**src/rtl/uartrx_pkg.sv**
```systemverilog
package uartrx_pkg;
  // One queue entry; bit layout is the software-visible data word.
  typedef struct packed {
    logic       valid;
    logic       frame_err;
    logic       par_err;
    logic       brk;
    logic [7:0] data;
  } rx_entry_t;

  localparam int unsigned ENTRY_W    = $bits(rx_entry_t);
  localparam int unsigned OVS        = 16;
  localparam int unsigned CHAR_TICKS = OVS * 10;

  typedef enum logic [2:0] {
    RX_IDLE, RX_START, RX_DATA, RX_PAR, RX_STOP, RX_HOLD
  } rx_state_t;
endpackage

```
**src/rtl/uartrx_deser.sv**
```systemverilog
module uartrx_deser
  import uartrx_pkg::*;
#(
  parameter int unsigned DIV_W = 16
) (
  input  logic             clk,
  input  logic             rst_n,
  input  logic             rx_en,
  input  logic             baud_en,
  input  logic [DIV_W-1:0] div,
  input  logic             par_en,
  input  logic             par_odd,
  input  logic             rx_line,
  output logic             tick,
  output logic             push,
  output rx_entry_t        entry
);
  logic [1:0]       sync_q;
  logic             rx_s;
  logic [DIV_W-1:0] dcnt_q, dcnt_d;
  rx_state_t        st_q, st_d;
  logic [3:0]       sub_q, sub_d;
  logic [2:0]       idx_q, idx_d;
  logic [7:0]       shf_q, shf_d;
  logic             pbit_q, pbit_d;
  logic             push_q, push_d;
  rx_entry_t        ent_q, ent_d;
  logic             run;

  assign rx_s = sync_q[1];
  assign run  = rx_en & baud_en;
  assign tick = baud_en && (dcnt_q == div);

  always_comb begin
    dcnt_d = !baud_en ? '0 : (tick ? '0 : dcnt_q + 1'b1);
    st_d   = st_q;
    sub_d  = sub_q;
    idx_d  = idx_q;
    shf_d  = shf_q;
    pbit_d = pbit_q;
    push_d = 1'b0;
    ent_d  = ent_q;
    if (!run) begin
      st_d = RX_IDLE;
    end else begin
      case (st_q)
        RX_IDLE: if (!rx_s) begin st_d = RX_START; sub_d = '0; end
        RX_START: if (tick) begin
          if (sub_q == 4'd7) begin
            sub_d  = '0;
            idx_d  = '0;
            pbit_d = 1'b0;
            st_d   = rx_s ? RX_IDLE : RX_DATA;
          end else sub_d = sub_q + 1'b1;
        end
        RX_DATA: if (tick) begin
          sub_d = sub_q + 1'b1;
          if (sub_q == 4'd15) begin
            shf_d = {rx_s, shf_q[7:1]};
            idx_d = idx_q + 1'b1;
            if (idx_q == 3'd7) st_d = par_en ? RX_PAR : RX_STOP;
          end
        end
        RX_PAR: if (tick) begin
          sub_d = sub_q + 1'b1;
          if (sub_q == 4'd15) begin pbit_d = rx_s; st_d = RX_STOP; end
        end
        RX_STOP: if (tick) begin
          sub_d = sub_q + 1'b1;
          if (sub_q == 4'd15) begin
            push_d          = 1'b1;
            ent_d.valid     = 1'b1;
            ent_d.data      = shf_q;
            ent_d.frame_err = !rx_s;
            ent_d.brk       = !rx_s && (shf_q == 8'h00) && !(par_en && pbit_q);
            ent_d.par_err   = par_en && ((^shf_q ^ pbit_q) != par_odd);
            st_d            = rx_s ? RX_IDLE : RX_HOLD;
          end
        end
        RX_HOLD: if (rx_s) st_d = RX_IDLE;
        default: st_d = RX_IDLE;
      endcase
    end
  end

  always_ff @(posedge clk or negedge rst_n) begin
    if (!rst_n) begin
      sync_q <= 2'b11;
      dcnt_q <= '0;
      st_q   <= RX_IDLE;
      sub_q  <= '0;
      idx_q  <= '0;
      shf_q  <= '0;
      pbit_q <= 1'b0;
      push_q <= 1'b0;
      ent_q  <= '0;
    end else begin
      sync_q <= {sync_q[0], rx_line};
      dcnt_q <= dcnt_d;
      st_q   <= st_d;
      sub_q  <= sub_d;
      idx_q  <= idx_d;
      shf_q  <= shf_d;
      pbit_q <= pbit_d;
      push_q <= push_d;
      ent_q  <= ent_d;
    end
  end

  assign push  = push_q;
  assign entry = ent_q;

  // a disabled receiver never produces a character
  a_r9_off_no_push: assert property (@(posedge clk) disable iff (!rst_n)
    !run |=> !push_q);
endmodule

```
**src/rtl/uartrx_fifo.sv**
```systemverilog
module uartrx_fifo #(
  parameter int unsigned DEPTH = 16,
  parameter int unsigned W     = 12,
  localparam int unsigned PTR_W = $clog2(DEPTH),
  localparam int unsigned LVL_W = $clog2(DEPTH + 1)
) (
  input  logic             clk,
  input  logic             rst_n,
  input  logic             clear,
  input  logic             push,
  input  logic [W-1:0]     din,
  input  logic             pop,
  output logic [W-1:0]     dout,
  output logic [LVL_W-1:0] level,
  output logic             empty,
  output logic             full,
  output logic             drop
);
  logic [W-1:0]     mem_q [DEPTH];
  logic [PTR_W-1:0] wp_q, wp_d, rp_q, rp_d;
  logic [LVL_W-1:0] lvl_q, lvl_d;
  logic             do_push, do_pop;

  assign empty   = (lvl_q == '0);
  assign full    = (lvl_q == LVL_W'(DEPTH));
  assign do_push = push && !full && !clear;
  assign do_pop  = pop && !empty && !clear;
  assign drop    = push && full && !clear;

  always_comb begin
    wp_d  = wp_q;
    rp_d  = rp_q;
    lvl_d = lvl_q;
    if (clear) begin
      wp_d  = '0;
      rp_d  = '0;
      lvl_d = '0;
    end else begin
      if (do_push) wp_d = (wp_q == PTR_W'(DEPTH - 1)) ? '0 : wp_q + 1'b1;
      if (do_pop)  rp_d = (rp_q == PTR_W'(DEPTH - 1)) ? '0 : rp_q + 1'b1;
      if (do_push && !do_pop)      lvl_d = lvl_q + 1'b1;
      else if (do_pop && !do_push) lvl_d = lvl_q - 1'b1;
    end
  end

  always_ff @(posedge clk or negedge rst_n) begin
    if (!rst_n) begin
      wp_q  <= '0;
      rp_q  <= '0;
      lvl_q <= '0;
    end else begin
      wp_q  <= wp_d;
      rp_q  <= rp_d;
      lvl_q <= lvl_d;
    end
  end

  always_ff @(posedge clk) begin
    if (do_push) mem_q[wp_q] <= din;
  end

  assign dout  = mem_q[rp_q];
  assign level = lvl_q;

  // fill level never passes the depth
  a_r5_no_overflow: assert property (@(posedge clk) disable iff (!rst_n)
    lvl_q <= LVL_W'(DEPTH));
  // a full queue stays full until a pop or flush
  a_r5_full_hold: assert property (@(posedge clk) disable iff (!rst_n)
    full && !pop && !clear |=> full);
endmodule

```
**src/rtl/uartrx_irq.sv**
```systemverilog
module uartrx_irq #(
  parameter int unsigned LVL_W      = 5,
  parameter int unsigned TMO_W      = 4,
  parameter int unsigned CHAR_TICKS = 160,
  localparam int unsigned TC_W      = $clog2(CHAR_TICKS)
) (
  input  logic             clk,
  input  logic             rst_n,
  input  logic             clear,
  input  logic             push,
  input  logic             pop,
  input  logic             drop,
  input  logic             tick,
  input  logic             empty,
  input  logic [LVL_W-1:0] level,
  input  logic [LVL_W-1:0] mark,
  input  logic [TMO_W-1:0] tmo_chars,
  input  logic [2:0]       mask,
  output logic [2:0]       stat,
  output logic             irq
);
  logic             ovr_q, ovr_d, tmo_q, tmo_d, thr;
  logic [TC_W-1:0]  tc_q, tc_d;
  logic [TMO_W-1:0] cc_q, cc_d;
  logic             restart, char_end;

  assign thr      = (mark != '0) && (level >= mark);
  assign restart  = push || pop || clear || empty;
  assign char_end = tick && (tc_q == TC_W'(CHAR_TICKS - 1));

  always_comb begin
    ovr_d = clear ? 1'b0 : (ovr_q | drop);
    tc_d  = tc_q;
    cc_d  = cc_q;
    if (restart) begin
      tc_d = '0;
      cc_d = '0;
    end else if (tick) begin
      tc_d = char_end ? '0 : tc_q + 1'b1;
      if (char_end && cc_q != '1) cc_d = cc_q + 1'b1;
    end
    if (empty || clear) tmo_d = 1'b0;
    else if (tmo_chars != '0 && cc_q == tmo_chars) tmo_d = 1'b1;
    else tmo_d = tmo_q;
  end

  always_ff @(posedge clk or negedge rst_n) begin
    if (!rst_n) begin
      ovr_q <= 1'b0;
      tmo_q <= 1'b0;
      tc_q  <= '0;
      cc_q  <= '0;
    end else begin
      ovr_q <= ovr_d;
      tmo_q <= tmo_d;
      tc_q  <= tc_d;
      cc_q  <= cc_d;
    end
  end

  assign stat = {tmo_q, thr, ovr_q};
  assign irq  = |(stat & mask);

  // overrun holds until a flush
  a_r6_ovr_sticky: assert property (@(posedge clk) disable iff (!rst_n)
    ovr_q && !clear |=> ovr_q);
  // timeout status drops once the queue is empty
  a_r8_tmo_clear_empty: assert property (@(posedge clk) disable iff (!rst_n)
    empty |=> !tmo_q);
endmodule

```
**src/rtl/uartrx_top.sv**
```systemverilog
module uartrx_top
  import uartrx_pkg::*;
#(
  parameter int unsigned DEPTH = 16,
  parameter int unsigned DIV_W = 16,
  parameter int unsigned TMO_W = 4,
  localparam int unsigned LVL_W = $clog2(DEPTH + 1)
) (
  input  logic        clk,
  input  logic        rst_n,
  input  logic        rx_line,
  input  logic        reg_wr,
  input  logic        reg_rd,
  input  logic [1:0]  reg_addr,
  input  logic [31:0] reg_wdata,
  output logic [31:0] reg_rdata,
  output logic        irq
);
  localparam logic [1:0] A_CTRL = 2'd0, A_BAUD = 2'd1, A_IRQ = 2'd2, A_DATA = 2'd3;

  logic rst_meta_q, rst_q;
  always_ff @(posedge clk or negedge rst_n) begin
    if (!rst_n) {rst_q, rst_meta_q} <= 2'b00;
    else        {rst_q, rst_meta_q} <= {rst_meta_q, 1'b1};
  end

  logic             rxen_q, rxen_d, ben_q, ben_d, pen_q, pen_d, podd_q, podd_d;
  logic             clr_q, clr_d;
  logic [TMO_W-1:0] tmo_q, tmo_d;
  logic [LVL_W-1:0] mark_q, mark_d;
  logic [DIV_W-1:0] div_q, div_d;
  logic [2:0]       mask_q, mask_d;

  always_comb begin
    rxen_d = rxen_q; ben_d = ben_q; pen_d = pen_q; podd_d = podd_q;
    tmo_d = tmo_q; mark_d = mark_q; div_d = div_q; mask_d = mask_q;
    clr_d = 1'b0;
    if (reg_wr) begin
      case (reg_addr)
        A_CTRL: begin
          rxen_d = reg_wdata[0];
          ben_d  = reg_wdata[1];
          clr_d  = reg_wdata[2];
          pen_d  = reg_wdata[3];
          podd_d = reg_wdata[4];
          tmo_d  = reg_wdata[8 +: TMO_W];
          mark_d = reg_wdata[16 +: LVL_W];
        end
        A_BAUD:  div_d  = reg_wdata[DIV_W-1:0];
        A_IRQ:   mask_d = reg_wdata[2:0];
        default: ;
      endcase
    end
  end

  always_ff @(posedge clk or negedge rst_q) begin
    if (!rst_q) begin
      rxen_q <= 1'b0; ben_q <= 1'b0; pen_q <= 1'b0; podd_q <= 1'b0;
      clr_q  <= 1'b0;
      tmo_q  <= '0;
      mark_q <= LVL_W'(DEPTH / 2);
      div_q  <= '0;
      mask_q <= '0;
    end else begin
      rxen_q <= rxen_d; ben_q <= ben_d; pen_q <= pen_d; podd_q <= podd_d;
      clr_q  <= clr_d;
      tmo_q  <= tmo_d;
      mark_q <= mark_d;
      div_q  <= div_d;
      mask_q <= mask_d;
    end
  end

  logic             tick, push, pop, empty, full, drop;
  rx_entry_t        entry, head;
  logic [LVL_W-1:0] level;
  logic [2:0]       stat;

  uartrx_deser #(.DIV_W(DIV_W)) u_deser (
    .clk(clk), .rst_n(rst_q), .rx_en(rxen_q), .baud_en(ben_q), .div(div_q),
    .par_en(pen_q), .par_odd(podd_q), .rx_line(rx_line),
    .tick(tick), .push(push), .entry(entry)
  );

  assign pop = reg_rd && (reg_addr == A_DATA) && !empty;

  uartrx_fifo #(.DEPTH(DEPTH), .W(ENTRY_W)) u_fifo (
    .clk(clk), .rst_n(rst_q), .clear(clr_q), .push(push), .din(entry),
    .pop(pop), .dout(head), .level(level), .empty(empty), .full(full),
    .drop(drop)
  );

  uartrx_irq #(.LVL_W(LVL_W), .TMO_W(TMO_W), .CHAR_TICKS(CHAR_TICKS)) u_irq (
    .clk(clk), .rst_n(rst_q), .clear(clr_q), .push(push && !full),
    .pop(pop), .drop(drop), .tick(tick), .empty(empty), .level(level),
    .mark(mark_q), .tmo_chars(tmo_q), .mask(mask_q), .stat(stat), .irq(irq)
  );

  always_comb begin
    reg_rdata = '0;
    if (reg_rd) begin
      case (reg_addr)
        A_CTRL: begin
          reg_rdata[0]              = rxen_q;
          reg_rdata[1]              = ben_q;
          reg_rdata[3]              = pen_q;
          reg_rdata[4]              = podd_q;
          reg_rdata[8 +: TMO_W]     = tmo_q;
          reg_rdata[16 +: LVL_W]    = mark_q;
        end
        A_BAUD: reg_rdata[DIV_W-1:0] = div_q;
        A_IRQ: begin
          reg_rdata[2:0]  = mask_q;
          reg_rdata[10:8] = stat;
          reg_rdata[11]   = !empty;
        end
        default: if (!empty) reg_rdata[ENTRY_W-1:0] = head;
      endcase
    end
  end

  // a read of an empty queue never reports a valid character
  a_r1_empty_read: assert property (@(posedge clk) disable iff (!rst_q)
    reg_rd && reg_addr == A_DATA && empty |-> reg_rdata == 32'h0);
endmodule

```
**config.mk**
```make
export PLATFORM = sky130hd
export DESIGN_NAME = uartrx_top
export DESIGN_NICKNAME = d
export VERILOG_FILES = /design/src/rtl/uartrx_pkg.sv /design/src/rtl/uartrx_deser.sv /design/src/rtl/uartrx_fifo.sv /design/src/rtl/uartrx_irq.sv /design/src/rtl/uartrx_top.sv
export SDC_FILE = /design/constraint.sdc
export NUM_CORES = 1
export LEC_CHECK = 0
export ABC_AREA = 1
export BUFFER_PORTS_ARGS = -buffer_cell sky130_fd_sc_hd__buf_2
export CAP_MARGIN = 20
export CORE_MARGIN = 4
export CORE_UTILIZATION = 61
export DETAILED_ROUTE_END_ITERATION = 8
export GPL_TIMING_DRIVEN = 0
export HOLD_SLACK_MARGIN = 0.12
export PLACE_DENSITY = 0.85
export SETUP_SLACK_MARGIN = 0.4
export SLEW_MARGIN = 20
export SYNTH_ARGS = -nofsm -noshare
export SYNTH_HDL_FRONTEND = slang
export SYNTH_SLANG_ARGS = --single-unit
```
**constraint.sdc**
```tcl
create_clock -name clk -period 3.7 [get_ports clk]
set_input_delay 0.185 -clock clk [delete_from_list [all_inputs] [get_ports clk]]
set_output_delay 0.185 -clock clk [all_outputs]
set_load 0.005 [all_outputs]
```
==> results.yml, run 1 <==
place:
  portBuffers: 47
  placed_cell_area_um2: 14800
  place.gp.congestion: 0.943
  placedCellCount: 1780
  hpwlAfterDp_um: 26100
sta:
  rsz0062_at_grt: "false"
  tightest_slew_ns: 0.803
  period_minus_slack_ns: 3.30
  setup_viol: 0
  slew_headroom_pct: 46.4
  tns_ns: 0
  hold_violations: 0
  slew_violations: 0
  skew_ns: 0.0319
  fmax_ghz: 0.303
  fin_crit_sh_pct: 89.3
route:
  first_pass_iters: 8
  viasPerCell: 6.11
  drt_iter0_drc: 1302
  routedWlPerCell_um: 21.1
  wl_um: 39400
  vias: 11400
  ant_nets: 0
  drc: 0
synthesis:
  syn-cell-area_um2: 14100
  synth_area_leaders: "edfxtp_1 (41%), dfrtp_1 (19%), nand2_1 (7.3%), o21ai_0 (5.0%), nor2_1 (4.3%)"
  synth-seq-area-share_pct: 60.9
  synthFlopType: "edfxtp_1"
  synth_cells: 1433
  synthDistinctLibCells: 59
  synth_edf_count: 192
  synth_top_area_share_pct: 41.0
  synth_top_area_cell: "edfxtp_1"
  synth_warnings: 0
  ys_ff_latch: 304
  postSynth.asyncResetShare_pct: 36.8
  syn_avg_cell_area_um2: 9.82
setup_path:
  slowest_stage: "dfrtp_1"
  path_max_fanout: 10
  endpoint_kind: "output port"
  path_class: "register to output port"
  required_ns: 3.51
  max_stage_delay_ns: 0.40
  cp_common_cell: "o21ai_0"
  cp.arrival_ns: 3.12
  worst_setup_path_start_kind: "register"
  path_cells: "buf_2 -> inv_1 -> clkbuf_2 -> o21ai_0 -> o221ai_2 -> nand4_1 -> o21ai_0 -> nand2_1 -> o21ai_0 -> buf_2"
min_path:
  hp-class: "input pin to register"
run_status:
  outcome: "complete, no violations"
clock_tree:
  clockBufferDepth: 3
  cts_max_level: 1
  cts_sinks: 304
  clk_pin_slew_ns: 0.06
  postCtsSetupBuffers: 0
  cts_buffers: 30
  cts_root_buf: "clkbuf_16"
  clkLatencyLatePin_ns: 0.59
  cts_tree: "built"
pwr:
  power.leakage_nw: 7.27
  combPwrFrac_pct: 27.2
  power.share.clock_pct: 33.0
  seqPwrFrac_pct: 39.7
  intPower_w: 0.00640
  p_total_w: 0.00979
  power_density_nw_per_um2: 605
  p_sw_w: 0.00339
  vdd_drop_max_v: 0.000429
  switching_share_pct: 34.6
final_layout:
  nets: 1619
  fin_cells: 1864
  final_common_cell: "nand2_1"
  most-common-layout-cells: "nand2_1 (275), edfxtp_1 (192), nor2_1 (148)"
  num_antenna_cells: 0
  syn2layout_area_growth_pct: 14.9
  final_area_um2: 16200
  fin_util_pct: 71.5
  drive_above_1_share_pct: 12.1
global_routing:
  grt_overflow: 0
  grt_usage_pct: 30.8
  grt_max_degree: 56
  antenna_found_initial: 0
  first_global_vias: 11300
  grt_pass1_wl_um: 62000
floorplanning:
  initial_core_util_pct: 62.2
  core-area_um2: 22600
  num_io_pins: 72
  fp.dieW_um: 160
  die_h_um: 160
  fp.dieArea_um2: 25600
  row_count: 55
flow_run:
  maxCapViolations: 0
-- layout make-up --
class                      count  area (um^2)
fill                        1559         6460
buffer                        60          315
clock inverter                24          289
sequential                   304         8580
tap                          285          357
clock buffer                  32          758
inverter                     149          562
multi-input combinational    930         4720
timing repair buffer          80          602
-- worst paths after layout --
kind | from | endpoint | slack, ns | cells past startpoint
worst max-delay path | u_fifo.rp_q[1] | reg_rdata[7] | 0.40 | 10
worst min-delay path | reg_rd | u_fifo.rp_q[1] | 0.24 | 4
worst max register to register | u_fifo.level[0] | u_fifo.level[4] | 0.89 | 12
worst min register to register | rst_q | u_deser.sync_q[0] | 0.28 | 0
max in group asynchronous | rst_q | mark_q[3] | 2.77 | 2
min in group asynchronous | rst_q | u_deser.sync_q[0] | 0.28 | 0
-- Yosys cell counts, drive strengths merged (2+ instances only) --
| master | count |
|---|---|
| nand4 | 24 |
| clkbuf | 32 |
| nor3 | 12 |
| o2bb2ai | 2 |
| o21ai | 145 |
| edfxtp | 192 |
| buf | 28 |
| o211ai | 19 |
| inv | 149 |
| nand2 | 283 |
| nor4 | 4 |
| o22ai | 16 |
| nand3 | 84 |
| ha | 24 |
| nor2 | 167 |
| o2111ai | 2 |
| conb | 2 |
| and2 | 2 |
| or2 | 6 |
| a21oi | 80 |
| dfstp | 3 |
| mux2i | 4 |
| xor2 | 15 |
| o221ai | 3 |
| a211oi | 2 |
| dfrtp | 109 |
| xnor2 | 8 |
-- registers in the layout, indices dropped and copies added, names as in the netlist, 2 cells and up --
register / flops
u_fifo.mem_q: 192
div_q: 16
u_deser.dcnt_q: 16
u_deser.entry: 12
u_deser.shf_q: 8
u_irq.tc_q: 8
mark_q: 5
u_fifo.level: 5
tmo_q: 4
u_deser.sub_q: 4
u_fifo.rp_q: 4
u_fifo.wp_q: 4
u_irq.cc_q: 4
mask_q: 3
u_deser.idx_q: 3
u_deser.st_q: 3
u_deser.sync_q: 2
-- worst max-delay path: cells and delay by family (launching register included) --
kind | cells | cell delay [ns]
buf+inv | 4 | 0.88
compound gates | 4 | 0.84
flops | 1 | 0.40
simple gates | 2 | 0.40
-- cell families after synthesis --
family	Yosys count	synth area share [%]
buf+inv	209	6.20
simple gates	586	17.9
compound gates	280	11.0
flops	304	60.9
other cells	2	0.0534
mux	4	0.285
fa+ha+maj	25	2.28
xor+xnor	23	1.43
-- through the flow --
stage	setup WS, ns	hold WS, ns
3_5_place_dp	0.884	-0.0275
5_1_grt	0.410	0.254
2_1_floorplan	1.38	-0.111
3_3_place_gp	0.807	-0.0297
6_report	0.396	0.235
4_1_cts	0.407	0.202
-- power groups by stage --
stage | registers (W) | logic (W) | clock network, W
finish | 0.00389 | 0.00267 | 0.00324
global route | 0.00390 | 0.00284 | 0.00339
CTS | 0.00388 | 0.00256 | 0.00324
detailed placement | 0.00395 | 0.00249 | 0
global placement | 0.00396 | 0.00238 | 0
floorplan | 0.00391 | 0.00156 | 0
-- layer usage --
metal / GRT usage [%] / part of all wire, % / up-vias
met5: 0 / 0 / -
met4: 16.7 / 6.8 / 0
met3: 4.65 / 9.3 / 171
met2: 51.9 / 49 / 726
met1: 38.7 / 35 / 5396
li1: - / - / 5098
-- repair_timing --
item,CTS,global route
resized for setup,2,5
hold endpoints to repair,36,0
hold buffers,27,0
setup endpoints to repair,1,3
No activity file was read; power rests on OpenSTA's default activity.
==> inputs of run 2 (changes only) <==
==> constraint.sdc (replaced) <==
create_clock -name clk -period 3.7 [get_ports clk]
set_input_delay 0.555 -clock clk [delete_from_list [all_inputs] [get_ports clk]]
set_output_delay 0.555 -clock clk [all_outputs]
set_load 0.005 [all_outputs]
==> run 2 against run 1 <==
  * Worst setup slack improved by 0.024 ns
  * Sequential share of layout area increased by 0.51 points
  * Non-clock buffer count decreased by 25
  * Register-to-register slack got worse by 0.06 ns
  * Total power increased by 1.3%
  * Clock skew decreased by 0.00064 ns
  * Sequential power about the same
  * Wire length decreased by 0.32%
  * Clock power about the same
  * Critical path type unchanged
  * Critical endpoint is now reg_rdata[4]
  * Largest power group unchanged
==> results.yml, run 2 (synthesis gave the netlist of run 1 again) <==
setup_path:
  path_cells: "buf_4 -> clkbuf_4 -> o21ai_0 -> o211ai_1 -> nand3_1 -> a21oi_2 -> nand2_1 -> a21oi_1 -> buf_2"
  worst_setup_path_start_kind: "register"
  slowest_stage: "o211ai_1"
  critPathCapture: "reg_rdata[4]"
  ff2ff_setup_slack_ns: 0.83
  path_class: "register to output port"
  cp.depth: 9
  r2r_end: "u_fifo.mem_q[2][10]"
  path_max_fanout: 10
  max_stage_delay_ns: 0.38
  crit_buf_inv: 3
  path_delay_family: "compound AO/OA/AOI/OAI gates"
  crit_start: "u_fifo.rp_q[1]"
  cp.arrival_ns: 2.72
  endpoint_kind: "output port"
  r2r_cells: 6
  worstReg2RegStart: "u_fifo.level[0]"
  required_ns: 3.14
clock_tree:
  clkLatencyLatePin_ns: 0.59
  cts_buffers: 30
  clockBufferDepth: 3
  cts_tree: "built"
  clk_pin_slew_ns: 0.06
  cts_max_level: 1
  cts_root_buf: "clkbuf_16"
  cts_sinks: 304
pwr:
  vdd_drop_max_v: 0.000427
  intPower_w: 0.00648
  combPwrFrac_pct: 28.0
  power.share.clock_pct: 32.7
  power_density_nw_per_um2: 619
  seqPwrFrac_pct: 39.3
  switching_share_pct: 34.7
  p_sw_w: 0.00344
  power.leakage_nw: 7.23
route:
  routedWlPerCell_um: 21.4
  ant_nets: 0
  viasPerCell: 6.13
  drt_iter0_drc: 1355
  vias: 11300
  first_pass_iters: 6
  drc: 0
  wl_um: 39300
sta:
  tightest_slew_ns: 1.14
  slew_headroom_pct: 24.0
  rsz0062_at_grt: "false"
  skew_ns: 0.0312
  slew_violations: 0
  fin_crit_sh_pct: 88.6
  period_minus_slack_ns: 3.28
  tns_ns: 0
  setup_viol: 0
  hold_violations: 0
  fmax_ghz: 0.305
place:
  hpwlAfterDp_um: 26100
  place.gp.congestion: 0.943
  placedCellCount: 1780
  portBuffers: 47
floorplanning:
  row_count: 55
  core-area_um2: 22600
  fp.dieArea_um2: 25600
  fp.dieW_um: 160
  die_h_um: 160
  initial_core_util_pct: 62.2
  num_io_pins: 72
final_layout:
  largest_reg_flops: 192
  fin_cells: 1839
  largestRegisters: "u_fifo.mem_q: 192 flops, div_q: 16 flops, u_deser.dcnt_q: 16 flops"
  max_flop_register: "u_fifo.mem_q"
  syn2layout_area_growth_pct: 13.9
  nets: 1594
  most-common-layout-cells: "nand2_1 (275), edfxtp_1 (192), nor2_1 (148)"
  num_antenna_cells: 0
  drive_above_1_share_pct: 13.8
  final_common_cell: "nand2_1"
  n_fill_cell: 1585
global_routing:
  grt_usage_pct: 30.4
  antenna_found_initial: 0
  grt_max_degree: 56
  grt_pass1_wl_um: 61100
  grt_overflow: 0
  first_global_vias: 11200
run_status:
  outcome: "complete, no violations"
min_path:
  hp-class: "input pin to register"
flow_run:
  maxCapViolations: 0
-- run 2: worst min path at each step --
stage | from | endpoint | slack, ns | cells past startpoint
6_report | reg_wdata[19] | mark_q[3] | 0.20 | 3
4_1_cts | reg_wdata[19] | mark_q[3] | 0.19 | 3
2_1_floorplan | rst_n | rst_meta_q | 0.26 | 0
3_3_place_gp | rst_n | rst_meta_q | 0.34 | 1
3_5_place_dp | rst_q | u_deser.sync_q[0] | 0.28 | 0
5_1_grt | reg_wdata[19] | mark_q[3] | 0.22 | 3
-- run 2: power by group through the flow --
stage          clock network (W)  logic [W]  registers (W)
6_report                 0.00324    0.00278        0.00389
5_1_grt                  0.00340    0.00296        0.00391
4_1_cts                  0.00324    0.00259        0.00388
3_5_place_dp                   0    0.00249        0.00395
3_3_place_gp                   0    0.00238        0.00396
2_1_floorplan                  0    0.00156        0.00391
-- run 2: repair_timing --
action | 4_1_cts | 5_1_grt
buffers inserted | 0 | 1
resized for setup | 27 | 41
hold endpoints to repair | 3 | 0
pin swaps | 4 | 8
setup endpoints to repair | 12 | 11
hold buffers | 2 | 0
-- run 2: per-stage QoR --
| stage | total power, W | worst slack [ns] | cell area [um^2] | util, % | hold slack [ns] |
|---|---|---|---|---|---|
| CTS | 0.00972 | 0.407 | 15900 | 70.4 | 0.189 |
| finish | 0.00991 | 0.420 | 16000 | 70.8 | 0.198 |
| global route | 0.0103 | 0.387 | 16000 | 70.8 | 0.222 |
| global placement | 0.00634 | 0.596 | 14700 | 64.9 | 0.338 |
| detailed placement | 0.00644 | 0.514 | 14800 | 65.5 | 0.278 |
| floorplan | 0.00547 | 1.37 | 14100 | - | 0.259 |
-- run 2: cell type report --
type / instances / area, um^2 / share of cell area (%)
inverter: 149 / 564 / 3.52
clock buffer: 32 / 758 / 4.73
timing repair buffer: 55 / 352 / 2.19
buffer: 60 / 385 / 2.40
clock inverter: 24 / 289 / 1.80
sequential: 304 / 8580 / 53.5
tap: 285 / 357 / 2.23
multi-input combinational: 930 / 4740 / 29.6
-- run 2: layer usage --
metal	routed length (um)	global-route usage [%]	vias up	share of wire (%)
met5	0	0	-	0
met4	2690	18.3	0	6.8
met3	3730	4.93	171	9.5
met2	18800	50.3	706	48
met1	14000	38.0	5347	36
li1	-	-	5050	-
-- run 2: tightest hold or removal path: cells and delay by family --
family	cells	cell delay, ns
and+or+nand+nor	1	0.09
AOI/OAI and AO/OA	1	0.04
buffers and inverters	1	0.10
==> inputs of run 3 (changes only) <==
Settings changed: CORE_UTILIZATION 61 to 55, PLACE_DENSITY 0.85 to 0.79.
Clock period 3.7 ns to 3.5 ns, I/O delays scaled along.
==> run 3 against run 2 <==
  * Combinational power increased by 17%
  * Largest cell class unchanged
  * Design area increased by 1.3%
  * Critical path type unchanged
  * Highest routed layer unchanged
  * Worst hold slack improved by 0.0010 ns
==> results.yml, run 3 (synthesis gave the netlist of run 1 again) <==
final_layout:
  most-common-layout-cells: "nand2_1 (275), edfxtp_1 (192), nor2_1 (146)"
  nets: 1603
  drive_above_1_share_pct: 15.3
  max_flop_register: "u_fifo.mem_q"
  largest_reg_flops: 192
  n_fill_cell: 1908
  regArea_um2: 8580
  final_common_cell: "nand2_1"
  largestRegisters: "u_fifo.mem_q: 192 flops, div_q: 16 flops, u_deser.dcnt_q: 16 flops"
  multi_input_area_um2: 4820
  final_area_um2: 16200
  syn2layout_area_growth_pct: 15.3
  num_antenna_cells: 0
clock_tree:
  cts_tree: "built"
  cts_sinks: 304
  cts_max_level: 1
  clkLatencyLatePin_ns: 0.58
  cts_root_buf: "clkbuf_16"
  cts_buffers: 31
  clk_pin_slew_ns: 0.06
  clockBufferDepth: 3
route:
  ant_nets: 0
  wl_um: 39400
  drt_iter0_drc: 1578
  viasPerCell: 5.94
  drc: 0
  vias: 11200
  routedWlPerCell_um: 20.8
  first_pass_iters: 6
pwr:
  power.leakage_nw: 7.30
  vdd_drop_max_v: 0.000605
  power_density_nw_per_um2: 655
setup_path:
  endpoint_kind: "output port"
  cp_common_cell: "o21ai_0"
  crit_buf_inv: 4
  max_stage_delay_ns: 0.47
  slowest_stage: "dfrtp_2"
  path_max_fanout: 8
  path_cells: "clkinv_4 -> clkbuf_16 -> buf_4 -> o21ai_0 -> o22ai_2 -> o21ai_0 -> o21ai_0 -> nand2_1 -> o21ai_0 -> buf_2"
  path_class: "register to output port"
  required_ns: 2.97
  path_delay_family: "compound AO/OA/AOI/OAI gates"
  cp.arrival_ns: 2.66
  worst_setup_path_start_kind: "register"
floorplanning:
  row_count: 58
  die_h_um: 168
  num_io_pins: 72
  initial_core_util_pct: 55.9
  fp.dieW_um: 168
  fp.dieArea_um2: 28200
  core-area_um2: 25200
flow_run:
  maxCapViolations: 0
sta:
  slew_headroom_pct: 40.0
  tightest_slew_ns: 0.895
  fin_crit_sh_pct: 90.9
  rsz0062_at_grt: "true"
  setup_ws_ns: 0.320
  hold_violations: 0
  skew_ns: 0.0171
  setup_viol: 0
  slew_violations: 0
  fmax_ghz: 0.314
  tns_ns: 0
  period_minus_slack_ns: 3.18
global_routing:
  grt_usage_pct: 26.8
  grt_pass1_wl_um: 59600
  grt_max_degree: 57
  grt_overflow: 0
  antenna_found_initial: 0
  first_global_vias: 10700
place:
  placed_cell_area_um2: 14900
  place.gp.congestion: 0.959
  hpwlAfterDp_um: 26100
  pre_cts_slack_ns: 0.494
  portBuffers: 47
run_status:
  outcome: "complete, no violations"
min_path:
  hp-class: "input pin to register"
[run 3: final cells by class]
class                   instances  share of cell area [%]
plain buffers                  60                    2.91
clock buffers                  36                    4.89
clock inverters                20                    1.22
inverters                     149                    3.49
multi-input cells             930                    29.7
flip-flops and latches        304                    52.8
well taps                     330                    2.54
repair buffers                 63                    2.39
[run 3: report_power, final]
group,internal (W),switching [W]
registers,0.00393,0.000208
logic,0.00110,0.00215
clock network,0.00185,0.00141
[run 3: repair_timing]
action / in CTS / in global routing
buffers inserted: 1 / 9
setup endpoints to repair: 12 / 12
resized for setup: 61 / 52
endpoints found under the hold margin: 3 / 0
hold buffers: 2 / 0
pin swaps: 2 / 13
[run 3: worst register-to-register path, stage by stage, from the launching register on]
cell	delay, ns
dfrtp_1	0.50
nor4_4	0.11
nand2_1	0.07
nand2_1	0.10
nor2_1	0.46
nand2_1	0.37
fa_1	0.50
nand3_1	0.12
nand2_1	0.07
xor2_1	0.15
xor2_1	0.17
nand2_1	0.07
nand2_1	0.04
[run 3: per-stage QoR]
| stage | hold WS [ns] | instances | total power, W | utilization (%) |
|---|---|---|---|---|
| global placement | 0.311 | 1820 | 0.00675 | 58.6 |
| global route | 0.199 | 1892 | 0.0110 | 64.5 |
| floorplan | 0.229 | 1443 | 0.00578 | - |
| finish | 0.199 | 1892 | 0.0106 | 64.5 |
| CTS | 0.193 | 1883 | 0.0103 | 63.7 |
| detailed placement | 0.311 | 1824 | 0.00683 | 59.0 |
[run 3: final timing paths]
kind | end | startpoint | cells past startpoint | slack (ns)
worst max-delay path | reg_rdata[5] | u_fifo.rp_q[0] | 10 | 0.32
worst min-delay path | mark_q[3] | reg_wdata[19] | 3 | 0.20
worst max register to register | u_fifo.level[4] | u_fifo.level[0] | 12 | 0.66
worst min register to register | rst_q | rst_meta_q | 0 | 0.35
max in group asynchronous | mark_q[3] | rst_q | 1 | 2.31
min in group asynchronous | rst_q | rst_n | 2 | 0.27
[run 3: routing by layer]
layer / share of wire (%) / vias to the layer above / track usage [%]
li1: - / 5074 / -
met1: 37 / 5376 / 34.5
met2: 48 / 642 / 45.1
met3: 9.0 / 153 / 4.16
met4: 5.7 / 0 / 12.4
met5: 0 / - / 0
